<file path="src/rtl/scf_pkg.sv">
package scf_pkg;

    localparam int N_CH    = 16;
    localparam int SMP_W   = 12;
    localparam int K_MAX   = 7;
    localparam int CF_DIV  = 16;

    localparam int SUM_W   = SMP_W + $clog2(N_CH);
    localparam int MAG_W   = SUM_W;
    localparam int K_W     = $clog2(K_MAX + 1);
    localparam int CMP_W   = MAG_W + K_MAX + $clog2(N_CH * CF_DIV) + 2;
    localparam int BUS_W   = N_CH * SMP_W;

    typedef logic signed [SMP_W-1:0] smp_t;
    typedef logic signed [SUM_W-1:0] sum_t;
    typedef logic        [MAG_W-1:0] mag_t;
    typedef logic        [K_W-1:0]   shamt_t;

    typedef struct packed {
        logic vld;
        sum_t sum;
        mag_t coh;
        mag_t incoh;
    } mag_beat_t;

    typedef struct packed {
        logic   vld;
        sum_t   sum;
        shamt_t k;
    } wgt_beat_t;

    typedef struct packed {
        logic   vld;
        sum_t   y;
        shamt_t k;
    } out_beat_t;

    function automatic sum_t widen(input smp_t s);
        return sum_t'(s);
    endfunction

    function automatic mag_t mag_of(input sum_t v);
        return v[SUM_W-1] ? mag_t'(-v) : mag_t'(v);
    endfunction

endpackage

</file>
<file path="src/rtl/scf_magnitude.sv">
module scf_magnitude
    import scf_pkg::*;
(
    input  logic             clk,
    input  logic             rst,
    input  logic             in_valid,
    input  logic [BUS_W-1:0] chan_i,
    output mag_beat_t        beat_o
);

    smp_t lane [N_CH];

    genvar c;
    generate
        for (c = 0; c < N_CH; c++) begin : g_lane
            assign lane[c] = chan_i[c*SMP_W +: SMP_W];
        end
    endgenerate

    sum_t acc_sum;
    mag_t acc_abs;

    always_comb begin
        acc_sum = '0;
        acc_abs = '0;
        for (int i = 0; i < N_CH; i++) begin
            acc_sum = acc_sum + widen(lane[i]);
            acc_abs = acc_abs + mag_of(widen(lane[i]));
        end
    end

    always_ff @(posedge clk) begin
        if (rst) begin
            beat_o <= '0;
        end else begin
            beat_o.vld   <= in_valid;
            beat_o.sum   <= acc_sum;
            beat_o.coh   <= mag_of(acc_sum);
            beat_o.incoh <= acc_abs;
        end
    end

    AST_COH_LE_INCOH: assert property (@(posedge clk) disable iff (rst)
        beat_o.vld |-> (beat_o.coh <= beat_o.incoh));
    AST_STAGE1_VALID: assert property (@(posedge clk) disable iff (rst)
        in_valid |=> beat_o.vld);
    AST_STAGE1_QUIET: assert property (@(posedge clk) disable iff (rst)
        !in_valid |=> !beat_o.vld);

endmodule

</file>
<file path="src/rtl/scf_weight_select.sv">
module scf_weight_select
    import scf_pkg::*;
(
    input  logic      clk,
    input  logic      rst,
    input  mag_beat_t beat_i,
    output wgt_beat_t beat_o
);

    localparam int KN = K_MAX + 1;

    logic [CMP_W-1:0] rhs;
    logic [KN-1:0]    reach;
    shamt_t           k_sel;

    assign rhs = CMP_W'(beat_i.incoh) * CMP_W'(N_CH);

    genvar k;
    generate
        for (k = 0; k < KN; k++) begin : g_cmp
            logic [CMP_W-1:0] lhs;
            assign lhs      = (CMP_W'(beat_i.coh) << k) * CMP_W'(CF_DIV);
            assign reach[k] = (lhs >= rhs);
        end
    endgenerate

    always_comb begin
        k_sel = shamt_t'(K_MAX);
        for (int j = K_MAX; j >= 0; j--) begin
            if (reach[j]) k_sel = shamt_t'(j);
        end
        if (beat_i.incoh == '0) k_sel = shamt_t'(K_MAX);
    end

    always_ff @(posedge clk) begin
        if (rst) begin
            beat_o <= '0;
        end else begin
            beat_o.vld <= beat_i.vld;
            beat_o.sum <= beat_i.sum;
            beat_o.k   <= k_sel;
        end
    end

    AST_ZERO_SPREAD_MAX_K: assert property (@(posedge clk) disable iff (rst)
        (beat_i.vld && beat_i.incoh == '0) |=> (beat_o.k == shamt_t'(K_MAX)));
    AST_STAGE2_VALID: assert property (@(posedge clk) disable iff (rst)
        beat_i.vld |=> beat_o.vld);
    AST_STAGE2_QUIET: assert property (@(posedge clk) disable iff (rst)
        !beat_i.vld |=> !beat_o.vld);

endmodule

</file>
<file path="src/rtl/scf_shift_apply.sv">
module scf_shift_apply
    import scf_pkg::*;
(
    input  logic      clk,
    input  logic      rst,
    input  wgt_beat_t beat_i,
    output out_beat_t beat_o
);

    sum_t shifted;

    assign shifted = beat_i.sum >>> beat_i.k;

    always_ff @(posedge clk) begin
        if (rst) begin
            beat_o <= '0;
        end else begin
            beat_o.vld <= beat_i.vld;
            beat_o.y   <= shifted;
            beat_o.k   <= beat_i.k;
        end
    end

    AST_SIGN_KEEP: assert property (@(posedge clk) disable iff (rst)
        beat_i.vld |=> (beat_o.y[SUM_W-1] == $past(beat_i.sum[SUM_W-1])));
    AST_UNIT_WEIGHT: assert property (@(posedge clk) disable iff (rst)
        (beat_i.vld && beat_i.k == '0) |=> (beat_o.y == $past(beat_i.sum)));
    AST_STAGE3_VALID: assert property (@(posedge clk) disable iff (rst)
        beat_i.vld |=> beat_o.vld);
    AST_STAGE3_QUIET: assert property (@(posedge clk) disable iff (rst)
        !beat_i.vld |=> !beat_o.vld);

endmodule

</file>
<file path="src/rtl/scf_weight.sv">
module scf_weight
    import scf_pkg::*;
(
    input  logic               clk,
    input  logic               rst,
    input  logic               in_valid,
    input  logic [192-1:0]     chan_i,
    output logic               out_valid,
    output logic signed [15:0] out_sample,
    output logic [2:0]         out_shift
);

    mag_beat_t s1;
    wgt_beat_t s2;
    out_beat_t s3;

    scf_magnitude u_mag (
        .clk      (clk),
        .rst      (rst),
        .in_valid (in_valid),
        .chan_i   (chan_i),
        .beat_o   (s1)
    );

    scf_weight_select u_sel (
        .clk    (clk),
        .rst    (rst),
        .beat_i (s1),
        .beat_o (s2)
    );

    scf_shift_apply u_shf (
        .clk    (clk),
        .rst    (rst),
        .beat_i (s2),
        .beat_o (s3)
    );

    assign out_valid  = s3.vld;
    assign out_sample = s3.y;
    assign out_shift  = s3.k;

    AST_IDLE_ZERO_AFTER_RESET: assert property (@(posedge clk)
        $past(rst) |-> (!out_valid && out_sample == '0 && out_shift == '0));

endmodule

</file>
<file path="config.mk">
export PLATFORM = sky130hd
export DESIGN_NAME = scf_weight
export DESIGN_NICKNAME = d
export VERILOG_FILES = /design/src/rtl/scf_pkg.sv /design/src/rtl/scf_magnitude.sv /design/src/rtl/scf_weight_select.sv /design/src/rtl/scf_shift_apply.sv /design/src/rtl/scf_weight.sv
export SDC_FILE = /design/constraint.sdc
export NUM_CORES = 1
export LEC_CHECK = 0
export ABC_AREA = 1
export BUFFER_PORTS_ARGS = -buffer_cell sky130_fd_sc_hd__buf_2
export CAP_MARGIN = 5
export CORE_AREA = 2 2 202 204
export CTS_CLUSTER_DIAMETER = 100
export DETAILED_ROUTE_END_ITERATION = 7
export DIE_AREA = 0 0 204 206
export GPL_TIMING_DRIVEN = 1
export PLACE_DENSITY = 0.76
export REMOVE_ABC_BUFFERS = 1
export SYNTH_ARGS = -nofsm -noshare
export SYNTH_HDL_FRONTEND = slang
export SYNTH_SLANG_ARGS = --single-unit
</file>
<file path="constraint.sdc">
create_clock -name clk -period 8.7 [get_ports clk]
set_input_delay 0.87 -clock clk [delete_from_list [all_inputs] [get_ports clk]]
set_output_delay 0.87 -clock clk [all_outputs]
set_load 0.05 [all_outputs]
</file>
==> metrics.txt <==
layout cell share with drive strength beyond 1=approximately 9.6%; most numerous cell in the Yosys netlist=inv_1; crit path DAT=~7.3 ns; Final Max Slew Viols=0; routed wire length=60950 um; HP Start=u_mag.beat_o[39]; Worst Path Required=approximately 9.0 ns; fin crit share=between 80% and 90%; Hold Path Sink=u_sel.beat_o[10]; main area contributors after synthesis=fa_1 (36%), inv_1 (12%), ha_1 (10%); Final Net Count=3421; root buf cell=clkbuf_16; max_slew headroom=56.50%; Core ar.=between 0.04 and 0.05 mm2; Avg Cell Area, Syn=8.020 um2; R2R depth=13; Ys Warns=0; Tmin final=roughly 7.0 ns; # setup viols final=0; DIE WIDTH=204 um; Slew @ Worst Pin=between 0.6 and 0.7 ns; CTS tree=yes; H-tree depth=3; GRT overflow=0; drc violations=0; first-pass GRT wire length=96160 um; Post-CTS Setup Bufs=0; DRT iter0 DRCs=1204; run status=completed; cell count after synthesis=roughly 2500; worst path bufs/invs=11; Hold Crit Depth=2; cell accounting for the most synthesized area=fa_1; startpoint types=input port; Critical Path Sink Type=register; gr usage total=between 30% and 40%; clock tree buffer depth=2; CTS sink cnt=88; slowest stage delay, CP=between 0.5 and 0.6 ns; ys async rst share=0%; CTS Hold Bufs=0; Initial Util=48.92%; std cell rows=74; RSZ-0062 raised after global routing=no; die height=just over 200 um; DR vias/cell=roughly 5.2; Die Footprint=between 0.04 and 0.05 mm2; I/O Buffers=~210; #FFs+latches synth=88; Synth-to-Final Area Change=11.12%; clk slew on worst S/H paths=approximately 0.07 ns; Pre-antenna DRT Iters=5; DP Wirelength=around 55000 um; Worst-Skew Late Latency=~0.35 ns; Max Cap Viol=0; Reg-to-Reg End=u_sel.beat_o[0]; Post-Syn Area=between 0.015 and 0.02 mm2; vias in the first global route=~18000; Setup CP Type=in -> reg; WL/cell=between 15 and 20 um; CP top delay family=adder cells; CP max stage cell=fa_1; Reg2Reg Launch Point=u_mag.beat_o[13]; via count=roughly 17000; utilization after layout=approximately 54%; antenna violations before repair=14; Final ANT Viol Nets=0; Max Clock Skew=just under 0.009 ns; Gates resized, CTS repair=0; Synth cell types=54; Synth top cells by count=inv_1 (621), fa_1 (357), nand2_1 (335); r2r setup slk=~6.4 ns; Crit Path Max Fanout=6; ys flop type=dfxtp_1; most frequent CP cell=inv_1; setup TNS=0 ns; I/O Pins=roughly 220; Hold Crit Class=reg -> reg; Hold Fails Final Rpt=0; sequential area share after synthesis=around 9.0%; gpl congestion=a little over 1; CTS Buf Count=9; top-area cell type share of the netlist area=between 30% and 40%; largest net degree at the start of global routing=64; Max Fclk=0.1423 GHz; EDFF count, synth=0
## layout make-up
cell class | instances | area [um2]
clock buffers | 9 | 225.2
flip-flops and latches | 88 | 1762
clock inverters | 7 | 75.07
multi-input cells | 1756 | 15600
fillers | 3856 | 18340
repair buffers | 218 | 1101
inverters | 633 | 2377
well taps | 532 | 665.6
diodes | 16 | 40.04
## through the flow
step	hold WS [ns]	std cells	area, um2	worst slack, ns
floorplan	0.3883	2477	19740	2.208
global placement	0.3896	3227	21500	1.422
detailed placement	0.3927	3227	21500	1.356
CTS	0.4021	3243	21800	1.714
global route	0.4228	3253	21830	1.233
finish	0.4019	3259	21840	1.673
## metal layers
metal / global-route usage (%) / vias up / share of wire (%)
met5: 0 / - / 0.062
met4: 13.79 / 6 / 4.9
met3: 4.037 / 156 / 6.3
met2: 53.12 / 607 / 49
met1: 36.89 / 8233 / 39
li1: - / 7949 / -
## worst max-delay path by stage
| stage | startpoint | endpoint | slack, ns | cells past startpoint |
|---|---|---|---|---|
| finish | chan_i[145] | u_mag.beat_o[15] | 1.67 | 30 |
| global route | chan_i[145] | u_mag.beat_o[15] | 1.23 | 30 |
| CTS | chan_i[145] | u_mag.beat_o[15] | 1.71 | 30 |
| detailed placement | chan_i[145] | u_mag.beat_o[15] | 1.36 | 30 |
| global placement | chan_i[145] | u_mag.beat_o[15] | 1.42 | 30 |
| floorplan | chan_i[145] | u_mag.beat_o[15] | 2.21 | 29 |
## flip-flops by register name (all words and copies together), names as in the netlist
register and cells:
u_sel.beat_o 20, u_shf.beat_o 20, u_mag.beat_o 48
## cells in the final DEF (no fill, tap or decap), types with 3 or more instances in the layout
cell type  instances
o211ai_1           6
mux2i_1            6
nor3_1            62
buf_4              4
diode_2           16
clkbuf_16          9
nor3b_1            4
o21ai_1            6
o21a_1             4
xor2_1           131
inv_8              3
nand3_1           73
or2_2              5
fa_1             357
nand2_4            3
nand4_1           30
inv_1            621
clkinv_1           6
o31ai_1            4
a21oi_1          109
xnor2_1           38
nand3_2            3
a31oi_1           13
or4_1              3
conb_1            48
o21ai_0           78
o22ai_1           12
a22o_1             3
a21o_1             4
o21bai_1           6
nand2_1          335
inv_2              5
dfxtp_1           88
ha_1             163
buf_2            214
nor2_1           212
nor4_1            12
nand3b_1           6
## worst register-to-register path: stages (launching register included)
cell and delay, ns:
dfxtp_1 0.43, inv_1 0.21, ha_1 0.36, nand2_1 0.06, nor3_1 0.35, nand3b_1 0.13, nor2_1 0.15, nor2_1 0.08
nand2_1 0.07, nand2_1 0.05, nand2_1 0.06, nand2_1 0.04, nand2_1 0.08, a21oi_1 0.08
## kinds of logic after synthesis
family | after synthesis | share of synthesized area [%]
xor gates and xnor gates | 170 | 7.613
DFF | 88 | 8.962
adders and majority gates | 520 | 46.73
muxes | 6 | 0.3056
AOI/OAI and AO/OA | 250 | 6.970
other | 2 | 0.03821
buffers and inverters | 653 | 12.57
and+or+nand+nor | 762 | 16.80
Power is left out: the tool's default activity adds up to more than one toggle a clock period on the data nets, which glitch-free logic cannot reach.
